### src/rtl/gcp_irq_pkg.sv
package gcp_irq_pkg;
    localparam int REG_W = 16;
    localparam int B_BRK = 0;
    localparam int B_USR = 1;
    localparam int B_EVT = 6;
    localparam int B_VBL = 7;
    localparam int B_FLIP = 9;
    localparam logic [REG_W-1:0] IMPL_MASK = 16'h02C3;

    typedef enum logic [2:0] {
        A_ID   = 3'd0,
        A_IMR  = 3'd1,
        A_HWSM = 3'd2,
        A_EVEN = 3'd3,
        A_STAT = 3'd4
    } addr_e;

    typedef enum logic [1:0] {
        V_IDLE,
        V_UPD,
        V_WAIT
    } vbl_st_e;

    typedef enum logic {
        H_RUN,
        H_HALT
    } halt_st_e;
endpackage

### src/rtl/gcp_vbl_seq.sv
module gcp_vbl_seq
    import gcp_irq_pkg::*;
#(
    parameter int DELAY = 4
) (
    input  logic clk,
    input  logic rst_n,
    input  logic vblank_i,
    output logic upd_o,
    output logic fire_o
);
    localparam int CW = (DELAY > 2) ? $clog2(DELAY) : 1;

    vbl_st_e        st_q, st_d;
    logic [CW-1:0]  cnt_q, cnt_d;
    logic           vb_q;
    logic           rise;

    assign rise = vblank_i & ~vb_q;

    always_ff @(posedge clk or negedge rst_n) begin
        if (!rst_n) begin
            st_q  <= V_IDLE;
            cnt_q <= '0;
            vb_q  <= 1'b0;
        end else begin
            st_q  <= st_d;
            cnt_q <= cnt_d;
            vb_q  <= vblank_i;
        end
    end

    always_comb begin
        st_d  = st_q;
        cnt_d = cnt_q;
        unique case (st_q)
            V_IDLE: if (rise) begin
                st_d  = V_UPD;
                cnt_d = CW'(DELAY - 1);
            end
            V_UPD: begin
                st_d  = V_WAIT;
                cnt_d = cnt_q - 1'b1;
            end
            V_WAIT: begin
                if (cnt_q == '0) st_d = V_IDLE;
                else             cnt_d = cnt_q - 1'b1;
            end
            default: st_d = V_IDLE;
        endcase
    end

    always_comb begin
        upd_o  = (st_q == V_UPD);
        fire_o = (st_q == V_WAIT) && (cnt_q == '0);
    end
endmodule

### src/rtl/gcp_evt_detect.sv
module gcp_evt_detect #(
    parameter int NEVT = 3
) (
    input  logic            clk,
    input  logic            rst_n,
    input  logic [NEVT-1:0] evt_i,
    input  logic [NEVT-1:0] en_i,
    output logic            or_o,
    output logic            rise_o
);
    logic or_q;

    assign or_o   = |(evt_i & en_i);
    assign rise_o = or_o & ~or_q;

    always_ff @(posedge clk or negedge rst_n) begin
        if (!rst_n) or_q <= 1'b0;
        else        or_q <= or_o;
    end
endmodule

### src/rtl/gcp_halt_fsm.sv
module gcp_halt_fsm
    import gcp_irq_pkg::*;
(
    input  logic clk,
    input  logic rst_n,
    input  logic brk_i,
    input  logic hw_unmask_i,
    input  logic irq_unmask_i,
    input  logic id_next_i,
    output logic halt_o
);
    halt_st_e st_q, st_d;

    always_ff @(posedge clk or negedge rst_n) begin
        if (!rst_n) st_q <= H_RUN;
        else        st_q <= st_d;
    end

    always_comb begin
        st_d = st_q;
        unique case (st_q)
            H_RUN:  if (brk_i && hw_unmask_i && irq_unmask_i) st_d = H_HALT;
            H_HALT: if (!id_next_i) st_d = H_RUN;
            default: st_d = H_RUN;
        endcase
    end

    always_comb halt_o = (st_q == H_HALT);
endmodule

### src/rtl/gcp_irq_ctrl.sv
module gcp_irq_ctrl
    import gcp_irq_pkg::*;
#(
    parameter int NEVT      = 3,
    parameter int VBL_DELAY = 4
) (
    input  logic            clk,
    input  logic            rst_n,
    input  logic            flip_parsed_i,
    input  logic            user_irq_i,
    input  logic            brk_pkt_i,
    input  logic            vblank_i,
    input  logic [NEVT-1:0] disp_evt_i,
    input  logic            reg_wr_i,
    input  logic [2:0]      reg_addr_i,
    input  logic [15:0]     reg_wdata_i,
    output logic [15:0]     reg_rdata_o,
    output logic            irq_o,
    output logic            store_req_o,
    output logic            halt_o,
    output logic            flip_pend_o
);
    logic [REG_W-1:0] id_q, id_d, id_set, id_clr;
    logic [REG_W-1:0] imr_q, hwsm_q;
    logic [NEVT-1:0]  en_q;
    logic             pend_q;
    logic             upd, fire, evt_or, evt_rise;

    gcp_vbl_seq #(.DELAY(VBL_DELAY)) u_vbl (
        .clk(clk), .rst_n(rst_n), .vblank_i(vblank_i),
        .upd_o(upd), .fire_o(fire)
    );

    gcp_evt_detect #(.NEVT(NEVT)) u_evt (
        .clk(clk), .rst_n(rst_n), .evt_i(disp_evt_i), .en_i(en_q),
        .or_o(evt_or), .rise_o(evt_rise)
    );

    gcp_halt_fsm u_halt (
        .clk(clk), .rst_n(rst_n), .brk_i(brk_pkt_i),
        .hw_unmask_i(~hwsm_q[B_BRK]), .irq_unmask_i(~imr_q[B_BRK]),
        .id_next_i(id_d[B_BRK]), .halt_o(halt_o)
    );

    always_comb begin
        id_set         = '0;
        id_set[B_BRK]  = brk_pkt_i;
        id_set[B_USR]  = user_irq_i;
        id_set[B_EVT]  = evt_rise;
        id_set[B_VBL]  = fire;
        id_set[B_FLIP] = upd & pend_q;
        id_clr = (reg_wr_i && reg_addr_i == A_ID) ? (reg_wdata_i & IMPL_MASK) : '0;
        id_d   = (id_q & ~id_clr) | id_set;
    end

    always_ff @(posedge clk or negedge rst_n) begin
        if (!rst_n) begin
            id_q        <= '0;
            imr_q       <= IMPL_MASK;
            hwsm_q      <= IMPL_MASK;
            en_q        <= '0;
            pend_q      <= 1'b0;
            store_req_o <= 1'b0;
        end else begin
            id_q        <= id_d;
            pend_q      <= flip_parsed_i | (pend_q & ~upd);
            store_req_o <= brk_pkt_i & ~hwsm_q[B_BRK];
            if (reg_wr_i && reg_addr_i == A_IMR)  imr_q  <= reg_wdata_i & IMPL_MASK;
            if (reg_wr_i && reg_addr_i == A_HWSM) hwsm_q <= reg_wdata_i & IMPL_MASK;
            if (reg_wr_i && reg_addr_i == A_EVEN) en_q   <= reg_wdata_i[NEVT-1:0];
        end
    end

    always_comb begin
        reg_rdata_o = '0;
        unique case (reg_addr_i)
            A_ID:   reg_rdata_o = id_q;
            A_IMR:  reg_rdata_o = imr_q;
            A_HWSM: reg_rdata_o = hwsm_q;
            A_EVEN: reg_rdata_o = {{(REG_W-NEVT){1'b0}}, en_q};
            A_STAT: begin
                reg_rdata_o[B_FLIP] = pend_q;
                reg_rdata_o[B_EVT]  = evt_or;
            end
            default: reg_rdata_o = '0;
        endcase
    end

    assign irq_o       = |(id_q & ~imr_q);
    assign flip_pend_o = pend_q;
endmodule

### config.mk
export PLATFORM = sky130hd
export DESIGN_NAME = gcp_irq_ctrl
export DESIGN_NICKNAME = d
export VERILOG_FILES = /design/src/rtl/gcp_irq_pkg.sv /design/src/rtl/gcp_vbl_seq.sv /design/src/rtl/gcp_evt_detect.sv /design/src/rtl/gcp_halt_fsm.sv /design/src/rtl/gcp_irq_ctrl.sv
export SDC_FILE = /design/constraint.sdc
export NUM_CORES = 1
export LEC_CHECK = 0
export BUFFER_PORTS_ARGS = -buffer_cell sky130_fd_sc_hd__buf_2
export CAP_MARGIN = 30
export CORE_ASPECT_RATIO = 0.6
export CORE_MARGIN = 2
export CORE_UTILIZATION = 40
export DETAILED_ROUTE_END_ITERATION = 7
export PLACE_DENSITY = 0.73
export SLEW_MARGIN = 20
export SYNTH_ARGS = -nofsm -noshare
export SYNTH_HDL_FRONTEND = slang
export SYNTH_HIERARCHICAL = 1
export SYNTH_SLANG_ARGS = --single-unit
export TNS_END_PERCENT = 1
### constraint.sdc
create_clock -name clk -period 1.7 [get_ports clk]
set_input_delay 0.17 -clock clk [delete_from_list [all_inputs] [get_ports clk]]
set_output_delay 0.17 -clock clk [all_outputs]
set_load 0.05 [all_outputs]
* After elaboration in Yosys (flattened, before gate mapping)
Cells that the tools add are included.
W data, S select, Z words.
** Operators by class
- Add/subtract/negate cells :: 1
- Eq/ne operators :: 9
- Mux-type cells :: 15
- Bitwise gates (word level) :: 18
- Reduce and logical (&&, ||, !) cells :: 15
** Operator list (number)
- $and A16 B16 Y16 :: 2
- $not A10 Y16 :: 2
- $pmux W6 S4 :: 1
- $pmux W2 S3 :: 3
- $or A16 B10 Y16 :: 1
- $reduce_or A16 Y1 :: 1
- $mux W10 :: 1
- $mux W2 :: 4
- $pmux W1 S4 :: 2
- $logic_and A1 B1 Y1 :: 7
- $eq A3 B2 Y1 const B :: 2
- $mux W6 :: 1
- $not A1 Y1 :: 6
- $and A1 B1 Y1 :: 5
- $logic_not A2 Y1 :: 2
- $ne A2 B2 Y1 const B :: 2
- $and A3 B3 Y3 :: 1
- $eq A3 B1 Y1 const B :: 1
- $eq A3 B3 Y1 const B :: 1
- $logic_not A3 Y1 :: 1
- $reduce_and A3 Y1 :: 1
- $reduce_bool A3 Y1 :: 1
- $reduce_or A3 Y1 :: 1
- $eq A2 B1 Y1 const B :: 1
- other kinds (7) :: 8
** Storage, ports and cells
- Bits in registers :: 38
- Output and inout bits :: 20

* Logic depth before layout (Yosys ltp)
Gate-level depths: netlist (run 1).
- Depth in word-level cells :: 8
- Mapped depth :: 5
- Gate-level depth less buffers :: 5

* Modules after synthesis
The synthesis (run 1) kept the hierarchy.
** Modules (own cells, without submodules)
- gcp_irq_ctrl :: instances 1, cells an instance 96, area each 1114.8 sq um
- gcp_vbl_seq :: instances 1, cells an instance 26, area each 329.1 sq um
- gcp_evt_detect :: instances 1, cells an instance 4, area each 42.5 sq um
- gcp_halt_fsm :: instances 1, cells an instance 4, area each 38.8 sq um

* Least setup slack after synthesis (run 1)
OpenSTA, ideal clock, no wires.
- Path type :: register -> output
- Start :: register imr_q[7]
- End :: output reg_rdata_o[7]
- Arrival :: 1820 ps
- Setup slack :: -290 ps
- Stages on the path, launching flop included :: 4
- Buffers on the path :: 0
- Path through :: dfstp_2 inv_1 o21ai_0 nor3b_1
** Between the ends
- Longest elaborated chain between the ends :: 1
** RTL lines
- start: declaration :: RTL line gcp_irq_ctrl.sv:24 : logic [REG_W-1:0] imr_q, hwsm_q;
- start signal: assignment :: RTL line gcp_irq_ctrl.sv:68 : if (reg_wr_i && reg_addr_i == A_IMR) imr_q <= reg_wdata_i & IMPL_MASK;
- $pmux W2 S3 :: RTL line gcp_irq_ctrl.sv:76 : unique case (reg_addr_i)
- end: declaration :: RTL line gcp_irq_ctrl.sv:17 : output logic [15:0] reg_rdata_o,
No other way between the ends.

* Worst setup path after layout (run 1)
- Start :: register imr_q[0]
- End :: output irq_o
** Between the ends
- Longest elaborated chain between the ends :: 3
** RTL lines
- $not A10 Y16 :: RTL line gcp_irq_ctrl.sv:89 : assign irq_o = |(id_q & ~imr_q);
- $and A16 B16 Y16 :: RTL line gcp_irq_ctrl.sv:89
- $reduce_or A16 Y1 :: RTL line gcp_irq_ctrl.sv:89
- end: declaration :: RTL line gcp_irq_ctrl.sv:18 : output logic irq_o,
No other way between the ends.

==> impl_metrics.ini, run 1 <==
[power]
power_density_mw_per_mm2 = 1260
peakVddDrop_v = 0.000642
total_leakage_power_uw = 0.000842

[place]
gp_congestion = 0.786
post-place-ws_ns = -0.00844
portBuffers = 28
dp_hpwl_mm = 2.41

[grt]
grtUsageMet2_pct = 26.8
gr-usage-met3_pct = 4.60
grt_overflow = 0
grt_pass1_wl_mm = 5.34
gr-usage-met1_pct = 21.1
grt_pass1_vias = 1112
grt_start_max_net_pins = 28
grt_usage_pct = 16.4
antenna_found_initial = 0
grt.busiest_layer = met2

[setup_path]
worstSetupPathType = reg -> out
critical_path_arrival_ns = 1.62
start_kind = register
cp.required_ns = 1.53
path_max_fanout = 2
endpoint_kind = output pin

[finish]
diodes = 0
final_common_cell = buf_2
post-route-util_pct = 48.5
nFillCells = 348
area_growth_pct = 16.3
drive_gt1_share_pct = 43.5
most-common-layout-cells = 23 x buf_2, 17 x dfrtp_1
nets = 197

[logic_synthesis]
synth.distinct_cells = 37
synth_top_family_by_area = simple AND/OR/NAND/NOR gates
yosysWarnings = 6
synthSimpleGateAreaFrac_pct = 14.5
synth_mux_area_share_pct = 14.4
ys_ff_latch = 27
synth.largest_area_cell = dfrtp_1
synth_top_area_share_pct = 27.9
syn_area_mm2 = 0.00153
synth_fa_ha_area_share_pct = 4.92
synth_xor_area_share_pct = 0
synthTopCellsByArea = dfrtp_1 28%, dfstp_2 17%, mux2_2 5.2%
synth_compound_area_share_pct = 10.5
syn-instance-count = 130
post_synth.cell_area_avg_um2 = 11.7
synth-seq-area-share_pct = 45.1

[floorplan]
core_mm2 = 0.00366
rows = 17
dieArea_mm2 = 0.00434
ios = 49
die_h_um = 51.8
start_util_pct = 41.7
dieWidth_um = 83.7

[timing]
relSlewSlack_pct = 57.2
finalCritPeriodShare_pct = 105
finalSetupTns_ns = -0.165
slew_viol_final = 0
setup_slack_ns = -0.0857
final.setup_skew_ns = 0.0103
final-hold-violation-count = 0
setup_viol = 2
fin_crit_ns = 1.79
max_freq_ghz = 0.560
hold_slack_ns = 0.0454
rsz0062_at_grt = true
worst_slew_pin_slew_ns = 0.634

[clocking]
cts_root_buffer = clkbuf_8
cts_inserted_buffers = 3
cts_buffer_depth = 2
cts.sinks = 27
clk_latency_ns = 0.28
cts_tree = yes
clk_pin_slew_worst_paths_ns = 0.10
htreeDepth = 1

[route]
final_antenna_net_count = 0
routed_wl_mm = 3.20
drtPass1Iterations = 5
num_vias = 1060
post_drt_wl_per_cell_um = 15.4
drtIter0Drc = 79
drc_errors = 0
viasPerCell = 5.10

[min_path]
hold_class = in -> reg

[run]
cap_violations = 0

[status]
violations = setup timing
status = finished, violations left
routing by layer:
metal  wire length [um]  share of wire, %  up-vias
li1                   -                 -      494
met5                  0                 0        -
met2               1520                48       38
met4                 18              0.56        0
met3                231               7.2        2
met1               1430                45      526
critical path, stage by stage (launching register included):
cell and delay [ns]:
dfstp_2 0.55, inv_2 0.04, a222oi_1 0.33, o221ai_1 0.19, buf_4 0.22
stage by stage:
stage,power [uW],std cells,cell area [um^2]
finish,2240,208,1770
global route,2390,208,1770
CTS,2250,207,1760
detailed placement,1840,201,1670
global placement,1780,201,1670
floorplan,1650,139,1560
flip-flops by register name, indices dropped and copies added (netlist names):
register,cells
u_vbl/vb_q,1
u_halt/halt_o,1
flip_pend_o,1
u_evt/or_q,1
en_q,3
u_vbl/st_q,2
id_q,5
hwsm_q,5
store_req_o,1
u_vbl/cnt_q,2
imr_q,5
what timing repair did:
action / in CTS / in global routing
hold buffers: 1 / 0
gates resized for setup: 10 / 3
endpoints found under the hold margin: 17 / 0
endpoints found under the setup margin: 4 / 4
buffers inserted: 1 / 1
pin swaps: 3 / 3
report_power, final:
part           total, uW  internal (uW)  switching, uW  leakage, uW
Sequential           960            841            118     0.000293
Clock                373            167            207    0.0000217
Combinational        905            400            505     0.000528
cell type report:
| cell class | instances | area [um^2] | share of cell area [%] |
|---|---|---|---|
| inverter | 12 | 45.0 | 2.54 |
| timing repair buffer | 33 | 204 | 11.5 |
| multi-input combinational | 85 | 729 | 41.1 |
| clock inverter | 1 | 7.51 | 0.423 |
| sequential | 27 | 688 | 38.8 |
| clock buffer | 3 | 41.3 | 2.33 |
| tap | 47 | 58.8 | 3.31 |
worst paths after layout:
path,from,end,slack (ns),cells past startpoint
worst min-delay path,vblank_i,u_vbl/vb_q$_DFF_PN0_,0.05,1
worst max register to register,u_vbl/st_q[0]$_DFFE_PN0P_,u_vbl/cnt_q[1]$_DFFE_PN0P_,0.14,5
min in group asynchronous,rst_n,u_vbl/cnt_q[0]$_DFFE_PN0P_,0.43,2
worst min register to register,u_halt/halt_o$_DFF_PN0_,u_halt/halt_o$_DFF_PN0_,0.48,1
worst max-delay path,imr_q[0]$_DFFE_PN1P_,irq_o,-0.09,4
max in group asynchronous,rst_n,id_q[9]$_DFF_PN0_,0.87,2
kinds of logic (layout without fill, tap and decap cells):
kind of cell    count (synthesis)  after routing
buf+inv                        27             49
fa+ha+maj                       6              6
simple gates                   30             30
other cells                     1             10
flops                          27             27
compound gates                 22             22
mux                            17             17
cells in the mapped netlist:
cell and count:
o221ai_1 1, mux2_4 2, conb_1 1, a21o_1 3, mux2_2 7, a21oi_1 5, mux2i_1 2, dfrtp_1 17
o32ai_1 2, nor4bb_1 2, a222oi_1 2, and4b_1 1, a211oi_4 1, buf_4 10, o21ai_1 1, mux4_2 2
and2_4 1, nand2b_4 1, buf_2 3, dfstp_2 10, a211oi_1 1, ha_1 6, nor2b_1 4, nand3_1 1
and3b_1 2, mux2_1 4, nor4b_4 1, a22o_1 1, buf_6 2, nor2_1 1, inv_1 12, o21ai_0 5
nand4b_1 1, nor2b_4 2, nor3b_1 1, or2_2 2, nand2_1 10
(Power assumes the default switching activity.)
==> run 2, diff against run 1 <==
ABC_AREA = 1   (was not set)
==> run 2 against run 1 <==
  * The run now ends clean
  * Hold slack got worse by 0.030 ns
  * Cell count increased by 43%
  * Global-route usage increased by 0.087 points
  * Sequential power decreased by 0.5%
  * Core utilization decreased by 0.37 points
  * Power decreased by 3.8%
  * Maximum frequency increased by 14%
  * Clock skew decreased by 0.0091 ns
  * Highest routed layer unchanged
==> impl_metrics.ini, run 2 <==
[status]
status = finished clean

[grt]
grt_start_max_net_pins = 28
grt_pass1_vias = 1238
antenna_found_initial = 0
grt_overflow = 0
grt_usage_pct = 16.5
grt_pass1_wl_mm = 5.61

[logic_synthesis]
yosysMostFrequentCell = nand2_1
ys_ff_latch = 27
syn_area_mm2 = 0.00160
yosysWarnings = 6
synth.distinct_cells = 19
synth_top_area_share_pct = 26.5
synth_edf_count = 0
synth-async-reset-ratio_pct = 100
synth-seq-area-share_pct = 42.9
syn-instance-count = 220
synth.largest_area_cell = dfrtp_1
synthTopCellsByArea = dfrtp_1 27%, nand2_1 20%, dfstp_2 16%
ys_top_cells_by_count = 84 x nand2_1, 37 x inv_1, 17 x dfrtp_1
ys.flop_type = dfrtp_1
post_synth.cell_area_avg_um2 = 7.29

[finish]
drive_gt1_share_pct = 21.5
regArea_um2 = 688
nets = 287
most-common-layout-cells = 84 x nand2_1, 37 x inv_1, 27 x buf_2, 17 x dfrtp_1, 14 x nand3_1
diodes = 0
instances_no_fill = 298
final_common_cell = nand2_1
nFillCells = 375
final_area_mm2 = 0.00181
area_growth_pct = 12.9
top_regs = hwsm_q (5), id_q (5), imr_q (5)
multi_input_area_um2 = 701

[timing]
slew_viol_final = 0
rsz0062_at_grt = false
finalCritPeriodShare_pct = 92.3
max_freq_ghz = 0.637
fin_crit_ns = 1.57
setup_viol = 0
relSlewSlack_pct = 60.5
worst_slew_pin_slew_ns = 0.592
final.setup_skew_ns = 0.00124
final-hold-violation-count = 0
finalSetupTns_ns = 0

[route]
drtIter0Drc = 132
final_antenna_net_count = 0
routed_wl_mm = 3.37
num_vias = 1377
drtPass1Iterations = 6
post_drt_wl_per_cell_um = 11.3
viasPerCell = 4.62
drc_errors = 0

[place]
gp_congestion = 0.827
placedCellCount = 293
portBuffers = 28
postPlaceCellArea_mm2 = 0.00175
dp_hpwl_mm = 2.63

[setup_path]
cp_cell_sequence = inv_1 -> nand2_1 -> o21ai_0 -> nor2_1 -> o21ai_1 -> buf_4
cp.required_ns = 1.53
endpoint_kind = output pin
start_kind = register
worst-path-buf-inv = 2
worstSetupPathType = reg -> out
critical_path_arrival_ns = 1.40
cp_slowest_stage_delay_ns = 0.55
critPathTopFamily = flip-flops
slowest_stage = dfstp_2
path_max_fanout = 3

[floorplan]
dieArea_mm2 = 0.00455
core_mm2 = 0.00376
dieWidth_um = 85.8
rows = 17
start_util_pct = 42.6
die_h_um = 53.1
ios = 49

[clocking]
cts_inserted_buffers = 3
post-cts-setup-buffer-count = 0
cts_buffer_depth = 2
cts.sinks = 27
cts_tree = yes
cts_root_buffer = clkbuf_8
clk_pin_slew_worst_paths_ns = 0.09
htreeDepth = 1
clk_latency_ns = 0.27

[run]
cap_violations = 0

[power]
finalPower_uw = 2150
total_leakage_power_uw = 0.00106
power_density_mw_per_mm2 = 1190
peakVddDrop_v = 0.000649

[min_path]
hold_class = in -> reg
-- run 2: cell families (layout without fill, tap and decap cells) --
group,after synthesis,in the layout,share of synthesized area [%]
AND/OR/NAND/NOR,127,127,34.1
buffers and inverters,52,74,15.5
flip-flops,27,27,42.9
AO/OA/AOI/OAI,7,7,2.57
adder cells (fa/ha/maj),6,6,4.68
other,1,10,0.234
-- run 2: routing by layer --
metal  global-route usage [%]  part of all wire (%)
met5                        0                     0
met4                     5.29                  0.36
met3                     3.90                   5.3
met2                     25.7                    43
met1                     22.9                    52
-- run 2: cell type report --
cell class                 instances  area share [%]
multi-input combinational        150            38.7
timing repair buffer              32            9.67
clock inverter                     1           0.276
inverter                          38            7.87
clock buffer                       3            2.28
tap                               47            3.25
sequential                        27            38.0
-- run 2: path summary, 6_finish.rpt --
check                                           from                    endpoint  slack [ns]  cells after the start
setup / recovery                imr_q[0]$_DFFE_PN1P_                       irq_o        0.13                      6
hold / removal                              vblank_i        u_vbl/vb_q$_DFF_PN0_        0.02                      1
setup reg to reg           u_vbl/st_q[0]$_DFFE_PN0P_  u_vbl/cnt_q[1]$_DFFE_PN0P_        0.47                      6
hold reg to reg                hwsm_q[6]$_DFFE_PN1P_       hwsm_q[6]$_DFFE_PN1P_        0.47                      2
max in group asynchronous                      rst_n           id_q[1]$_DFF_PN0_        0.88                      2
min in group asynchronous                      rst_n           id_q[6]$_DFF_PN0_        0.42                      2
-- run 2: timing repair --
item | in CTS | in global routing
endpoints found under the hold margin | 17 | 0
hold buffers | 1 | 0
endpoints found under the setup margin | 0 | 1
gates resized for setup | 0 | 3
-- run 2: through the flow --
stage                     util [%]  setup slack [ns]  hold WS, ns
after CTS                     48.1            0.0933      0.00140
after global placement        46.6             0.370        0.218
after detailed placement      46.6             0.386        0.215
after global routing          48.1            0.0184      0.00271
final                         48.1             0.130       0.0157
after floorplan                  -            0.0689       -0.126
-- run 2: power by group --
group / switching, uW / total (uW) / internal (uW)
registers: 120 / 955 / 835
clock network: 204 / 368 / 165
logic: 568 / 830 / 262
==> run 3, diff against run 2 <==
CORE_UTILIZATION = 45   (was 40)
PLACE_DENSITY = 0.79   (was 0.73)
clock period = 1.6 ns   (was 1.7 ns; I/O delays follow)
==> run 3 against run 2 <==
  * Critical path depth is 1 lower
  * Register-to-register slack worse by 0.13 ns
  * First-iteration DRC count is 25% lower
  * Sequential power is 6% higher
  * Critical path type unchanged
  * Critical endpoint is now reg_rdata_o[6]
  * Non-clock buffer count is 1 higher
  * Largest cell class unchanged
  * Largest power group unchanged
  * Flip-flop and latch count stayed put
  * Final area is 0.90% higher
  * Clock skew is 0.0011 ns higher
  * Clock power is 6.3% higher
==> impl_metrics.ini, run 3 (synthesis results as in run 2) <==
[status]
status = finished clean

[place]
gp_congestion = 0.889
portBuffers = 28
dp_hpwl_mm = 2.62

[finish]
final_common_cell = nand2_1
top_regs = hwsm_q (5), id_q (5), imr_q (5)
nFillCells = 326
most-common-layout-cells = 84 x nand2_1, 36 x inv_1, 27 x buf_2, 17 x dfrtp_1, 14 x nand3_1
area_growth_pct = 14.0
post-route-util_pct = 55.0
drive_gt1_share_pct = 22.2
nets = 288
diodes = 0

[setup_path]
rr_worst_depth = 6
path_max_fanout = 3
worst-path-buf-inv = 2
cp_common_cell = nand2_1
start_kind = register
slowest_stage = dfstp_2
cp_cell_sequence = nand4_1 -> nand2_1 -> inv_1 -> nand2_1 -> buf_2
critPathTopFamily = flip-flops
cp.required_ns = 1.44
crit_cells = 5
critical_path_arrival_ns = 1.36
cp_slowest_stage_delay_ns = 0.56
worstSetupPathType = reg -> out
endpoint_kind = output pin

[floorplan]
dieArea_mm2 = 0.00407
ios = 49
core_mm2 = 0.00332
die_h_um = 50.2
dieWidth_um = 81.1
start_util_pct = 48.3
rows = 16

[run]
cap_violations = 0

[grt]
grt_start_max_net_pins = 28
grt_overflow = 0
grt_pass1_vias = 1211
antenna_found_initial = 0
grt_pass1_wl_mm = 5.41
grt_usage_pct = 17.9

[clocking]
cts_buffer_depth = 2
cts_tree = yes
cts_inserted_buffers = 3
htreeDepth = 1
clk_pin_slew_worst_paths_ns = 0.09
cts_root_buffer = clkbuf_8
clk_latency_ns = 0.28
cts.sinks = 27

[min_path]
hold_class = in -> reg
worstHoldPathCells = 3

[timing]
max_freq_ghz = 0.659
finalSetupTns_ns = 0
slew_viol_final = 0
final.setup_skew_ns = 0.00237
relSlewSlack_pct = 59.2
fin_crit_ns = 1.52
worst_slew_pin_slew_ns = 0.612
rsz0062_at_grt = false
finalCritPeriodShare_pct = 94.8
final-hold-violation-count = 0
setup_viol = 0
hold_slack_ns = 0.0590

[route]
viasPerCell = 4.62
drtIter0Drc = 99
num_vias = 1371
final_antenna_net_count = 0
drc_errors = 0
post_drt_wl_per_cell_um = 11.3
routed_wl_mm = 3.35
drtPass1Iterations = 4

[power]
p_switching_uw = 954
sw_frac_of_total_pct = 41.4
peakVddDrop_v = 0.000686
pwr-share-clk_pct = 17.0
total_leakage_power_uw = 0.00106
seqPwrFrac_pct = 44.0
power_density_mw_per_mm2 = 1260
intPower_uw = 1350
pwr-share-comb_pct = 39.0
run 3: timing repair:
item,4_1_cts,5_1_grt
endpoints found under the setup margin,1,1
hold buffers,2,0
pin swaps,1,1
resized for setup,3,3
endpoints found under the hold margin,18,0
setup buffers,0,0
run 3: worst reg2reg max path: stages, from the launching register on:
cell and delay, ns:
dfrtp_1 0.41, inv_1 0.10, ha_1 0.24, a21oi_2 0.19
nand2_1 0.09, nand2_1 0.07, nand2_1 0.06
run 3: area by class of cell:
cell class	instances	area, um^2	share of cell area [%]
clock buffer	4	45.0	2.46
sequential	27	688	37.6
multi-input combinational	150	707	38.7
tap	45	56.3	3.08
timing repair buffer	33	189	10.3
inverter	38	143	7.80
run 3: worst paths after layout:
| check | startpoint | end | slack (ns) |
|---|---|---|---|
| worst max-delay path | imr_q[6]$_DFFE_PN1P_ | reg_rdata_o[6] | 0.08 |
| worst min-delay path | user_irq_i | id_q[1]$_DFF_PN0_ | 0.06 |
| worst min register to register | hwsm_q[9]$_DFFE_PN1P_ | hwsm_q[9]$_DFFE_PN1P_ | 0.47 |
| worst max register to register | u_vbl/st_q[0]$_DFFE_PN0P_ | u_vbl/cnt_q[1]$_DFFE_PN0P_ | 0.34 |
| min in group asynchronous | rst_n | flip_pend_o$_DFF_PN0_ | 0.42 |
| max in group asynchronous | rst_n | store_req_o$_DFF_PN0_ | 0.78 |
run 3: stage by stage:
stage          total power [uW]  worst slack (ns)  instances  area (um^2)
2_1_floorplan              1710             0.237        229         1640
3_3_place_gp               1880             0.210        291         1750
3_5_place_dp               1910             0.208        291         1750
4_1_cts                    2310            0.0180        297         1820
5_1_grt                    2490           0.00208        297         1830
6_report                   2300            0.0833        297         1830
run 3: power by group through the flow:
stage / registers, uW / clock network, uW / logic, uW
6_report: 1010 / 391 / 897
5_1_grt: 1040 / 425 / 1020
4_1_cts: 1010 / 402 / 900
3_5_place_dp: 1020 / 0 / 893
3_3_place_gp: 1020 / 0 / 859
2_1_floorplan: 1070 / 0 / 634
run 3: routing by layer:
| metal | share of wire [%] | up-vias | GRT usage (%) |
|---|---|---|---|
| met3 | 6.0 | 5 | 5.04 |
| met4 | 1.1 | 0 | 5.93 |
| met5 | 0 | - | 0 |
| met2 | 38 | 38 | 24.5 |
| met1 | 54 | 609 | 26.9 |
| li1 | - | 719 | - |
